`config.mk`:
```
export PLATFORM = sky130hd
export DESIGN_NAME = txq_ctrl
export DESIGN_NICKNAME = d
export VERILOG_FILES = /design/src/rtl/txq_pkg.sv /design/src/rtl/txq_ptr.sv /design/src/rtl/txq_fsm.sv /design/src/rtl/txq_ctrl.sv
export SDC_FILE = /design/constraint.sdc
export NUM_CORES = 1
export LEC_CHECK = 0
export CELL_PAD_IN_SITES_DETAIL_PLACEMENT = 0
export CELL_PAD_IN_SITES_GLOBAL_PLACEMENT = 1
export CORE_ASPECT_RATIO = 0.8
export CORE_MARGIN = 2
export CORE_UTILIZATION = 43
export CTS_CLUSTER_DIAMETER = 50
export DETAILED_ROUTE_END_ITERATION = 8
export PLACE_DENSITY_LB_ADDON = 0.1
export SETUP_SLACK_MARGIN = 0.1
export SLEW_MARGIN = 10
export SYNTH_ARGS = -nofsm -noshare
export SYNTH_HDL_FRONTEND = slang
export SYNTH_SLANG_ARGS = --single-unit
```
`constraint.sdc`:
```
create_clock -name clk -period 3.5 [get_ports clk]
set_input_delay 0.35 -clock clk [delete_from_list [all_inputs] [get_ports clk]]
set_output_delay 0.35 -clock clk [all_outputs]
set_load 0.02 [all_outputs]
```
`src/rtl/txq_pkg.sv`:
```
package txq_pkg;
    typedef enum logic [2:0] {S_IDLE, S_RD0, S_RD1, S_HAND, S_WAIT, S_WB} txq_st_t;
    typedef enum logic [1:0] {P_HOLD, P_BASE, P_ADV, P_FIRST} txq_pcmd_t;

    localparam int CTL_EN    = 3;
    localparam int CTL_START = 9;
    localparam int CTL_HALT  = 10;
    localparam int W1_USED   = 31;
    localparam int W1_WRAP   = 30;
    localparam int W1_LAST   = 15;
endpackage

```
`src/rtl/txq_ptr.sv`:
```
module txq_ptr
    import txq_pkg::*;
#(
    parameter int AW       = 32,
    parameter int RING_MAX = 1024
) (
    input  logic          clk,
    input  logic          rst_n,
    input  logic          base_wr,
    input  logic [AW-1:0] base_wdata,
    input  txq_pcmd_t     cmd,
    input  logic          wrap,
    input  logic          mark_first,
    output logic [AW-1:0] ptr,
    output logic [AW-1:0] first_ptr
);
    localparam int IW = (RING_MAX > 1) ? $clog2(RING_MAX) : 1;
    localparam logic [IW-1:0] IDX_LAST = IW'(RING_MAX - 1);

    logic [AW-1:0] base_q, ptr_q, first_q;
    logic [IW-1:0] idx_q, fidx_q;

    always_ff @(posedge clk or negedge rst_n) begin
        if (!rst_n) begin
            base_q  <= '0;
            ptr_q   <= '0;
            first_q <= '0;
            idx_q   <= '0;
            fidx_q  <= '0;
        end else if (base_wr) begin
            base_q <= base_wdata;
            ptr_q  <= base_wdata;
            idx_q  <= '0;
        end else begin
            if (mark_first) begin
                first_q <= ptr_q;
                fidx_q  <= idx_q;
            end
            unique case (cmd)
                P_BASE: begin
                    ptr_q <= base_q;
                    idx_q <= '0;
                end
                P_ADV: begin
                    if (wrap || idx_q == IDX_LAST) begin
                        ptr_q <= base_q;
                        idx_q <= '0;
                    end else begin
                        ptr_q <= ptr_q + AW'(8);
                        idx_q <= idx_q + 1'b1;
                    end
                end
                P_FIRST: begin
                    ptr_q <= first_q;
                    idx_q <= fidx_q;
                end
                default: ;
            endcase
        end
    end

    assign ptr       = ptr_q;
    assign first_ptr = first_q;

    // a rewind command from the state machine lands on the base
    p_rewind_base_r11: assert property (@(posedge clk) disable iff (!rst_n)
        (cmd == P_BASE && !base_wr) |=> ptr_q == base_q);

    // a restart command puts the pointer back on the recorded first entry
    p_restart_first_r7: assert property (@(posedge clk) disable iff (!rst_n)
        (cmd == P_FIRST && !base_wr && !mark_first) |=> ptr_q == first_q);
endmodule

```
`src/rtl/txq_fsm.sv`:
```
module txq_fsm
    import txq_pkg::*;
#(
    parameter int AW    = 32,
    parameter int LEN_W = 11
) (
    input  logic             clk,
    input  logic             rst_n,
    input  logic             ctrl_wr,
    input  logic [31:0]      ctrl_wdata,
    input  logic             base_wr,
    input  logic             mem_ack,
    input  logic [31:0]      mem_rdata,
    input  logic             snd_ready,
    input  logic             snd_done,
    input  logic             snd_collision,
    input  logic             snd_retry_lim,
    input  logic             snd_underrun,
    input  logic             pause_en,
    input  logic             pause_in,
    input  logic [AW-1:0]    ptr,
    input  logic [AW-1:0]    first_ptr,
    output logic             mem_req,
    output logic             mem_we,
    output logic [AW-1:0]    mem_addr,
    output logic [31:0]      mem_wdata,
    output logic             snd_valid,
    output logic [AW-1:0]    snd_addr,
    output logic [LEN_W-1:0] snd_len,
    output logic             snd_last,
    output logic             tx_er,
    output logic [7:0]       tx_stat,
    output txq_pcmd_t        pcmd,
    output logic             wrap,
    output logic             mark_first
);
    txq_st_t st_q, st_n;
    logic go_q, halt_pend_q, in_frame_q, tx_er_q;
    logic used_q, retry_q, urun_q, ok_q, mid_q;
    logic [AW-1:0] w0_q;
    logic [31:0] w1_q, first_w1_q;
    logic go_clr, f_used, f_mid, f_retry, f_urun, f_ok;

    wire dis     = ctrl_wr && !ctrl_wdata[CTL_EN];
    wire abort   = dis || base_wr;
    wire start_w = ctrl_wr && ctrl_wdata[CTL_EN] && ctrl_wdata[CTL_START] && !ctrl_wdata[CTL_HALT];
    wire halt_w  = ctrl_wr && ctrl_wdata[CTL_EN] && ctrl_wdata[CTL_HALT];
    wire paused  = pause_en && pause_in;

    logic unused_bits;
    assign unused_bits = ^{ctrl_wdata[31:11], ctrl_wdata[8:4], ctrl_wdata[2:0],
                           w1_q[31], w1_q[29:16], w1_q[14:LEN_W]};

    // next-state and command decode
    always_comb begin
        st_n       = st_q;
        pcmd       = P_HOLD;
        mark_first = 1'b0;
        go_clr     = 1'b0;
        f_used     = 1'b0;
        f_mid      = 1'b0;
        f_retry    = 1'b0;
        f_urun     = 1'b0;
        f_ok       = 1'b0;
        if (abort) begin
            st_n   = S_IDLE;
            go_clr = 1'b1;
            if (dis) pcmd = P_BASE;
        end else begin
            unique case (st_q)
                S_IDLE: if (go_q && !halt_pend_q && !paused) begin
                    st_n       = S_RD0;
                    mark_first = 1'b1;
                end
                S_RD0: if (mem_ack) st_n = S_RD1;
                S_RD1: if (mem_ack) begin
                    if (mem_rdata[W1_USED]) begin
                        st_n   = S_IDLE;
                        go_clr = 1'b1;
                        if (in_frame_q) begin
                            f_mid = 1'b1;
                            pcmd  = P_BASE;
                        end else begin
                            f_used = 1'b1;
                        end
                    end else begin
                        st_n = S_HAND;
                    end
                end
                S_HAND: if (snd_ready) begin
                    pcmd = P_ADV;
                    st_n = w1_q[W1_LAST] ? S_WAIT : S_RD0;
                end
                S_WAIT: begin
                    if (snd_done) begin
                        st_n = S_WB;
                    end else if (snd_collision) begin
                        pcmd = P_FIRST;
                        st_n = S_RD0;
                    end else if (snd_retry_lim || snd_underrun) begin
                        pcmd    = P_BASE;
                        go_clr  = 1'b1;
                        f_retry = snd_retry_lim;
                        f_urun  = snd_underrun;
                        st_n    = S_IDLE;
                    end
                end
                S_WB: if (mem_ack) begin
                    f_ok = 1'b1;
                    st_n = S_IDLE;
                end
                default: st_n = S_IDLE;
            endcase
        end
    end

    // state register and tracked flags
    always_ff @(posedge clk or negedge rst_n) begin
        if (!rst_n) begin
            st_q        <= S_IDLE;
            go_q        <= 1'b0;
            halt_pend_q <= 1'b0;
            in_frame_q  <= 1'b0;
            tx_er_q     <= 1'b0;
            used_q      <= 1'b0;
            retry_q     <= 1'b0;
            urun_q      <= 1'b0;
            ok_q        <= 1'b0;
            mid_q       <= 1'b0;
            w0_q        <= '0;
            w1_q        <= '0;
            first_w1_q  <= '0;
        end else begin
            st_q <= st_n;
            if (st_q == S_IDLE && halt_pend_q) begin
                go_q        <= 1'b0;
                halt_pend_q <= 1'b0;
            end
            if (halt_w) halt_pend_q <= 1'b1;
            if (start_w) begin
                go_q        <= 1'b1;
                halt_pend_q <= 1'b0;
                used_q      <= 1'b0;
                retry_q     <= 1'b0;
                urun_q      <= 1'b0;
                ok_q        <= 1'b0;
                mid_q       <= 1'b0;
            end
            if (go_clr)  go_q    <= 1'b0;
            if (f_used)  used_q  <= 1'b1;
            if (f_retry) retry_q <= 1'b1;
            if (f_urun)  urun_q  <= 1'b1;
            if (f_ok)    ok_q    <= 1'b1;
            if (f_mid)   mid_q   <= 1'b1;
            tx_er_q <= f_mid;
            if (st_q == S_RD0 && mem_ack) w0_q <= mem_rdata[AW-1:0];
            if (st_q == S_RD1 && mem_ack) begin
                w1_q <= mem_rdata;
                if (!in_frame_q) first_w1_q <= mem_rdata;
            end
            if (st_n == S_IDLE || pcmd == P_FIRST) in_frame_q <= 1'b0;
            else if (st_q == S_HAND && snd_ready)  in_frame_q <= 1'b1;
        end
    end

    // outputs from state
    always_comb begin
        mem_req   = (st_q == S_RD0) || (st_q == S_RD1) || (st_q == S_WB);
        mem_we    = (st_q == S_WB);
        mem_addr  = ptr;
        if (st_q == S_RD1) mem_addr = ptr + AW'(4);
        if (st_q == S_WB)  mem_addr = first_ptr + AW'(4);
        mem_wdata = {1'b1, first_w1_q[30:0]};
        snd_valid = (st_q == S_HAND);
        snd_addr  = w0_q;
        snd_len   = w1_q[LEN_W-1:0];
        snd_last  = w1_q[W1_LAST];
        wrap      = w1_q[W1_WRAP];
        tx_er     = tx_er_q;
        tx_stat   = {2'b00, mid_q, ok_q, go_q, urun_q, retry_q, used_q};
    end

    p_req_hold_r2: assert property (@(posedge clk) disable iff (!rst_n)
        (mem_req && !mem_ack && !abort) |=> (mem_req && $stable(mem_addr)));

    p_hand_hold_r4: assert property (@(posedge clk) disable iff (!rst_n)
        (snd_valid && !snd_ready && !abort) |=> (snd_valid && $stable(snd_addr) && $stable(snd_len)));

    p_wb_used_r5: assert property (@(posedge clk) disable iff (!rst_n)
        (mem_req && mem_we) |-> mem_wdata[W1_USED]);

    p_er_pulse_r8: assert property (@(posedge clk) disable iff (!rst_n)
        tx_er |=> !tx_er);

    p_base_go_r12: assert property (@(posedge clk) disable iff (!rst_n)
        base_wr |=> !tx_stat[3]);

    p_pause_hold_r13: assert property (@(posedge clk) disable iff (!rst_n)
        (st_q == S_IDLE && paused && !start_w) |=> (st_q == S_IDLE && $stable(go_q)));
endmodule

```
`src/rtl/txq_ctrl.sv`:
```
module txq_ctrl
    import txq_pkg::*;
#(
    parameter int AW       = 32,
    parameter int LEN_W    = 11,
    parameter int RING_MAX = 1024
) (
    input  logic             clk,
    input  logic             rst_n,
    input  logic             ctrl_wr,
    input  logic [31:0]      ctrl_wdata,
    input  logic             base_wr,
    input  logic [AW-1:0]    base_wdata,
    output logic             mem_req,
    output logic             mem_we,
    output logic [AW-1:0]    mem_addr,
    output logic [31:0]      mem_wdata,
    input  logic             mem_ack,
    input  logic [31:0]      mem_rdata,
    output logic             snd_valid,
    output logic [AW-1:0]    snd_addr,
    output logic [LEN_W-1:0] snd_len,
    output logic             snd_last,
    input  logic             snd_ready,
    input  logic             snd_done,
    input  logic             snd_collision,
    input  logic             snd_retry_lim,
    input  logic             snd_underrun,
    input  logic             pause_en,
    input  logic             pause_in,
    output logic             tx_er,
    output logic [7:0]       tx_stat
);
    txq_pcmd_t     pcmd;
    logic          wrap, mark_first;
    logic [AW-1:0] ptr, first_ptr;

    txq_ptr #(.AW(AW), .RING_MAX(RING_MAX)) u_ptr (
        .clk        (clk),
        .rst_n      (rst_n),
        .base_wr    (base_wr),
        .base_wdata (base_wdata),
        .cmd        (pcmd),
        .wrap       (wrap),
        .mark_first (mark_first),
        .ptr        (ptr),
        .first_ptr  (first_ptr)
    );

    txq_fsm #(.AW(AW), .LEN_W(LEN_W)) u_fsm (
        .clk           (clk),
        .rst_n         (rst_n),
        .ctrl_wr       (ctrl_wr),
        .ctrl_wdata    (ctrl_wdata),
        .base_wr       (base_wr),
        .mem_ack       (mem_ack),
        .mem_rdata     (mem_rdata),
        .snd_ready     (snd_ready),
        .snd_done      (snd_done),
        .snd_collision (snd_collision),
        .snd_retry_lim (snd_retry_lim),
        .snd_underrun  (snd_underrun),
        .pause_en      (pause_en),
        .pause_in      (pause_in),
        .ptr           (ptr),
        .first_ptr     (first_ptr),
        .mem_req       (mem_req),
        .mem_we        (mem_we),
        .mem_addr      (mem_addr),
        .mem_wdata     (mem_wdata),
        .snd_valid     (snd_valid),
        .snd_addr      (snd_addr),
        .snd_len       (snd_len),
        .snd_last      (snd_last),
        .tx_er         (tx_er),
        .tx_stat       (tx_stat),
        .pcmd          (pcmd),
        .wrap          (wrap),
        .mark_first    (mark_first)
    );

    // nothing is requested while the controller is not going and idle after reset
    p_quiet_r1: assert property (@(posedge clk) disable iff (!rst_n)
        (!tx_stat[3] && !mem_req && !ctrl_wr) |=> !snd_valid);
endmodule

```
==> results.md, run 1 <==
- Run status: completed
- Area of the die: approximately 27,000 um2
- Worst r2r dst: u_ptr.ptr[24]
- Mapped Avg Cell Area: between 10 and 15 um2
- Pint: between 4000 and 5000 uW
- Cell Count, Final, Fillers Out: around 1,600
- # rows: 52
- Worst skew pair latency: about 550 ps
- Slew HR: 13.7%
- Critical Path Most Common Cell: buf_4
- Crit path time final: approximately 3200 ps
- Worst Hold Class: in2reg
- Critical path's top delay family: buffers and inverters
- Antenna Nets Post-Route: 0
- Fin nets: ~1,400
- Sequential fraction of the synthesis area: between 40% and 50%
- Chip Width: between 150 and 200 um
- Num CTS Buffers: 26
- Critical path peak fanout: 11
- Net Switching: between 2000 and 2500 uW
- Setup Skew: between 20 and 25 ps
- Worst R2R Path Depth: 8
- Hold path cells: 3
- Fin. max-slew vios: 0
- Wirelength, routed: 32.5 mm
- Diodes inserted: 0
- Number of remaining DRC errors: 0
- Final hold slack: 388 ps
- Number of synthesized flops with an enable pin: 0
- Via count: 9,027
- Most common cell after layout, fill and taps aside: dfrtp_1
- Ys async rst share: 100%
- Clock transition at path regs: 60 ps
- Total GRT Usage: between 20% and 30%
- Crit share post-route: between 90% and 100%
- Power Total: 7020 uW
- Clock root buffer: clkbuf_16
- Wire length of the first global-routing pass: about 51 mm
- Netlist cell types: 80
- Actual slew at the worst max-slew pin: ~1300 ps
- Vias in the first global route: approximately 8,700
- CP Data Required Time: approximately 3200 ps
- Initial drt markers: between 800 and 900
- Hold EP: u_fsm.w1_q[15]
- DRT Pass-1 Iters: 5
- # port buffers: around 200
- Buf/Inv on CP: 4
- Switching portion of total power: roughly 30%
- Post-Place Cells: between 1,500 and 2,000
- RSZ-0062 raised after global routing: no
- Die height: between 100 and 150 um
- CP arrival: about 2900 ps
- Clk sink count: 204
- Reg power frac: 41.7%
- Post-synthesis cell count: between 1,000 and 1,500
- Max Freq: about 0.3 GHz
- FF+latch count, synth: slightly above 200
- Cells along the critical path: buf_4 -> ha_2 -> nand3_2 -> nor4_2 -> buf_4 -> nand4_1 -> buf_4 -> nor3_2 -> xnor2_1 -> mux2i_1 -> buf_4
- Post-Syn Area: 10,900 um2
- Power per Cell Area: approximately 500 nW/um2
- Clock group share of total power: 38.0%
- HPWL Detailed: around 22 mm
- Top-Level Pins: roughly 230
- H-tree depth: 1
- Wire per inst: between 20 and 25 um
- Ys flop type: dfrtp_1
- Longest Clk Path Bufs: 3
- Combinational share of power: between 20 and 25%
- Worst path slowest cell: dfrtp_1
- Max Cap Viol: 0
- Worst R2R Setup Slack: a little under 400 ps
- CP Class: reg2out
- Final setup TNS: 0 ps
- RD Place Congestion: 0.814
- Area Growth Syn to Fin: 29.7%
- Largest net degree at the start of global routing: slightly below 90
- Initial antenna violation count: 0
- Ys Warns: 0
- Layout cells sized above 1: between 20% and 30%
- Vias/cell: ~5.6
- R2r startpoint: u_fsm.st_q[2]
- Leakage power: 0.00609 uW
- Worst vdd ir: 0.000418 V
- Crit start category: register
- Min-delay src: mem_rdata[15]
- Final setup fails: 0
- Global route overflow: 0
- Initial Utilization: a little over two fifths
- Core footprint: between 20,000 and 30,000 um2
- TritonCTS clock tree: done
- Max incr delay on CP: around 350 ps
- Worst setup EP type: output pin
- Fin. Hold Viols: 0
- Top library cells by usage in the layout, fill and taps aside: dfrtp_1, clkdlybuf4s50_1, nand2_1
## layer usage
metal,share of wire (%),track usage (%)
met3,7.2,3.84
met5,0,0
met2,44,37.3
met4,1.5,4.64
met1,47,36.3
## final cells by class
cell class                      count  area, um2
Fill cell                        2261      11000
Multi-Input combinational cell    752       5330
Sequential cell                   204       5110
Timing Repair Buffer              254       2400
Clock buffer                       36        718
Tap cell                          324        405
Clock inverter                     11        133
Inverter                           18       67.6
## Yosys cell counts (8+ instances only)
library cell	count	area share [%]
nand4_1	19	1.1
nor2b_1	12	0.69
clkbuf_1	33	1.1
xor2_1	24	1.9
nand2_1	130	4.5
buf_6	9	0.93
nor2_1	54	1.9
and3_1	18	1.0
o21a_1	8	0.55
a31oi_1	13	0.75
a21o_1	10	0.69
inv_1	17	0.58
buf_4	13	0.89
a22oi_1	12	0.83
o22ai_1	12	0.69
buf_2	8	0.37
mux2_2	127	13
nand3_1	32	1.5
a21oi_1	19	0.87
mux2i_1	10	0.92
nor3_1	29	1.3
a221o_1	8	0.73
dfrtp_1	204	47
xnor2_1	40	3.2
o21ai_0	54	2.5
## stage by stage
stage / worst slack [ps] / utilization [%] / cell area [um2]
final: 256 / 56.4 / 14200
after CTS: 63.5 / 56.3 / 14100
after detailed placement: 233 / 52.8 / 13300
after global routing: 78.7 / 56.4 / 14200
after global placement: 251 / 52.8 / 13300
after floorplan: 599 / - / 10900
## worst max path at each step
stage,to,cells after the start,slack [ps],start
6_report,mem_addr[31],11,260,u_ptr.ptr[3]
5_1_grt,mem_addr[31],11,80,u_ptr.ptr[3]
4_1_cts,mem_addr[31],10,60,u_ptr.ptr[3]
3_5_place_dp,mem_addr[31],9,230,u_ptr.ptr[4]
2_1_floorplan,mem_addr[20],7,600,u_ptr.ptr[3]
3_3_place_gp,mem_addr[20],9,250,u_ptr.ptr[2]
## state kept, by name, indices dropped and copies added, names as in the netlist
name,count
u_fsm.first_w1_q,31
u_fsm.go_q,1
u_fsm.halt_pend_q,1
u_fsm.in_frame_q,1
u_fsm.mid_q,1
u_fsm.ok_q,1
u_fsm.retry_q,1
u_fsm.snd_addr,32
u_fsm.st_q,3
u_fsm.tx_er,1
u_fsm.urun_q,1
u_fsm.used_q,1
u_fsm.w1_q,13
u_ptr.base_q,32
u_ptr.fidx_q,10
u_ptr.first_ptr,32
u_ptr.idx_q,10
u_ptr.ptr,32
## power groups by stage
stage               clock network (uW)  registers (uW)  logic [uW]
global route                      2820            2970        1540
CTS                               2730            2920        1440
global placement                     0            2950        1440
detailed placement                   0            2960        1450
finish                            2660            2920        1430
floorplan                            0            3000         704
## logic make-up after synthesis
family | after synthesis | synth area share, %
other cells | 2 | 0.0688
flops | 204 | 46.8
simple gates | 345 | 15.7
mux | 137 | 14.0
buf+inv | 96 | 4.99
fa+ha+maj | 4 | 0.459
compound gates | 199 | 12.9
xor+xnor | 64 | 5.14
## timing repair
item,4_1_cts,5_1_grt
setup endpoints to repair,21,19
hold buffers,1,0
gates resized for setup,32,33
pin swaps,1,1
endpoints found under the hold margin,82,0
buffers inserted,1,3
## worst register-to-register path: stages, from the launching register on
cell and delay (ps):
dfrtp_1 470, buf_4 200, nor3b_1 450, o211ai_1 290, nor4_4 880, buf_4 350
o21ai_0 100, and3_1 180, o21ai_0 140
(Power assumes the default switching activity.)
==> run 2: changes to the inputs <==
--- a/config.mk
+++ b/config.mk
@@ -9,11 +9,13 @@
 export CELL_PAD_IN_SITES_GLOBAL_PLACEMENT = 1
 export CORE_ASPECT_RATIO = 0.8
 export CORE_MARGIN = 2
-export CORE_UTILIZATION = 43
+export CORE_UTILIZATION = 48
 export CTS_CLUSTER_DIAMETER = 50
 export DETAILED_ROUTE_END_ITERATION = 8
+export DONT_BUFFER_PORTS = 1
 export PLACE_DENSITY_LB_ADDON = 0.1
 export SETUP_SLACK_MARGIN = 0.1
+export SKIP_CTS_REPAIR_TIMING = 1
 export SLEW_MARGIN = 10
 export SYNTH_ARGS = -nofsm -noshare
 export SYNTH_HDL_FRONTEND = slang
==> run 2 against run 1 <==
Against the previous run: the flow now finishes with violations (negative hold slack); power fell by 7.4%; via count fell by 5.8%; sequential cell count did not move; die area fell by 10%; critical endpoint is now mem_addr[30]; largest power group unchanged.
==> results.md, run 2 (synthesis gave the netlist of run 1 again) <==
- Top library cells by usage in the layout, fill and taps aside: dfrtp_1, nand2_1, mux2_2
- CP arrival: roughly 2900 ps
- Via count: 8,507
- Antenna Nets Post-Route: 0
- Wirelength, routed: 30.9 mm
- Worst vdd ir: between 0.0004 and 0.0005 V
- Setup slack after layout: around 280 ps
- Initial antenna violation count: 0
- Vias in the first global route: roughly 7,900
- Final setup fails: 0
- Setup Skew: roughly 13 ps
- Longest Clk Path Bufs: 3
- Clock transition at path regs: 60 ps
- HPWL Detailed: slightly above 20 mm
- Layout cells sized above 1: 22.3%
- Max Cap Viol: 0
- Initial drt markers: between 500 and 600
- Crit path time final: ~3200 ps
- Area Growth Syn to Fin: 16.8%
- RSZ-0062 raised after global routing: no
- CP Class: reg2out
- CP Data Required Time: 3150 ps
- Worst skew pair latency: 520 ps
- Worst setup EP type: output pin
- Vias/cell: 5.88
- Final hold slack: -476 ps
- Area of the die: around 24,000 um2
- Fin util: a little under three fifths
- Diodes inserted: 0
- Wire length of the first global-routing pass: 47.4 mm
- Cell Count, Final, Fillers Out: around 1,400
- Worst R2R Path Depth: 7
- Num CTS Buffers: 25
- Slew HR: a little over two fifths
- Worst Hold Class: in2async
- # port buffers: 0
- H-tree depth: 1
- Top-Level Pins: around 230
- Fin. max-slew vios: 0
- Most common cell after layout, fill and taps aside: dfrtp_1
- Crit share post-route: between 90 and 100%
- Max Freq: 0.310 GHz
- Global route overflow: 0
- Core footprint: 22,400 um2
- Clk sink count: ~200
- Actual slew at the worst max-slew pin: 858 ps
- Clock root buffer: clkbuf_16
- Chip Width: roughly 170 um
- DRT Pass-1 Iters: 5
- Total GRT Usage: between 20% and 30%
- RD Place Congestion: 0.826
- Run status: finished with violations
- Die height: 139 um
- Fin nets: between 1,000 and 1,500
- TritonCTS clock tree: done
- Crit start category: register
- Fin. Hold Viols: around 210
- # rows: slightly below 50
- DP Worst Slack: a little under 500 ps
- Initial Utilization: roughly half
- Power per Cell Area: between 500 and 600 nW/um2
- Post-Place Cells: 1,338
- Number of remaining DRC errors: 0
- Failing checks: negative hold slack
- Wire per inst: approximately 21 um
- Leakage power: about 0.0055 uW
- Largest net degree at the start of global routing: 205
- Critical path peak fanout: 7
## run 2: stage by stage
step / hold WS, ps / cell area, um2 / TNS, ps / total power, uW
global route: -502 / 12700 / 0 / 6760
global placement: 57.7 / 11300 / 0 / 3930
floorplan: 54.4 / 10900 / 0 / 3700
CTS: -500 / 12100 / -248 / 6470
finish: -476 / 12700 / 0 / 6500
detailed placement: 57.6 / 11300 / 0 / 3950
## run 2: per-layer routing
layer	up-vias	wire length [um]	global-route usage (%)	part of all wire [%]
li1	3934	-	-	-
met1	4272	14600	36.9	47
met2	268	14000	37.3	45
met3	33	1840	4.88	6.0
met4	0	464	5.58	1.5
met5	-	0	0	0
## run 2: report_power, final
group	switching (uW)	internal (uW)
registers	478	2640
logic	409	460
clock network	1030	1490
## run 2: critical path, cell delays in order, from the launching register on
cell and delay, ps:
dfrtp_1 400, ha_1 210, nand3_1 130, or4_4 580, nor4_4 260, buf_4 200, nand2_1 80, xor2_1 140
a21oi_1 170, buf_4 170
## run 2: final cells by class
class	instances	area (um2)
clock buffer	35	703
sequential	204	5110
multi-input combinational	752	5310
fill	2021	9640
tap	306	383
inverter	18	67.6
timing repair buffer	122	1080
clock inverter	10	97.6
## run 2: final timing paths
check | startpoint | end | slack (ps)
worst max-delay path | u_ptr.ptr[2] | mem_addr[30] | 280
max in group asynchronous | rst_n | u_ptr.first_ptr[6] | 3770
min in group clk | mem_ack | u_fsm.ok_q | 0
worst max register to register | u_fsm.st_q[1] | u_ptr.ptr[16] | 700
worst min-delay path | rst_n | u_fsm.first_w1_q[12] | -480
worst min register to register | u_ptr.base_q[18] | u_ptr.base_q[18] | 470
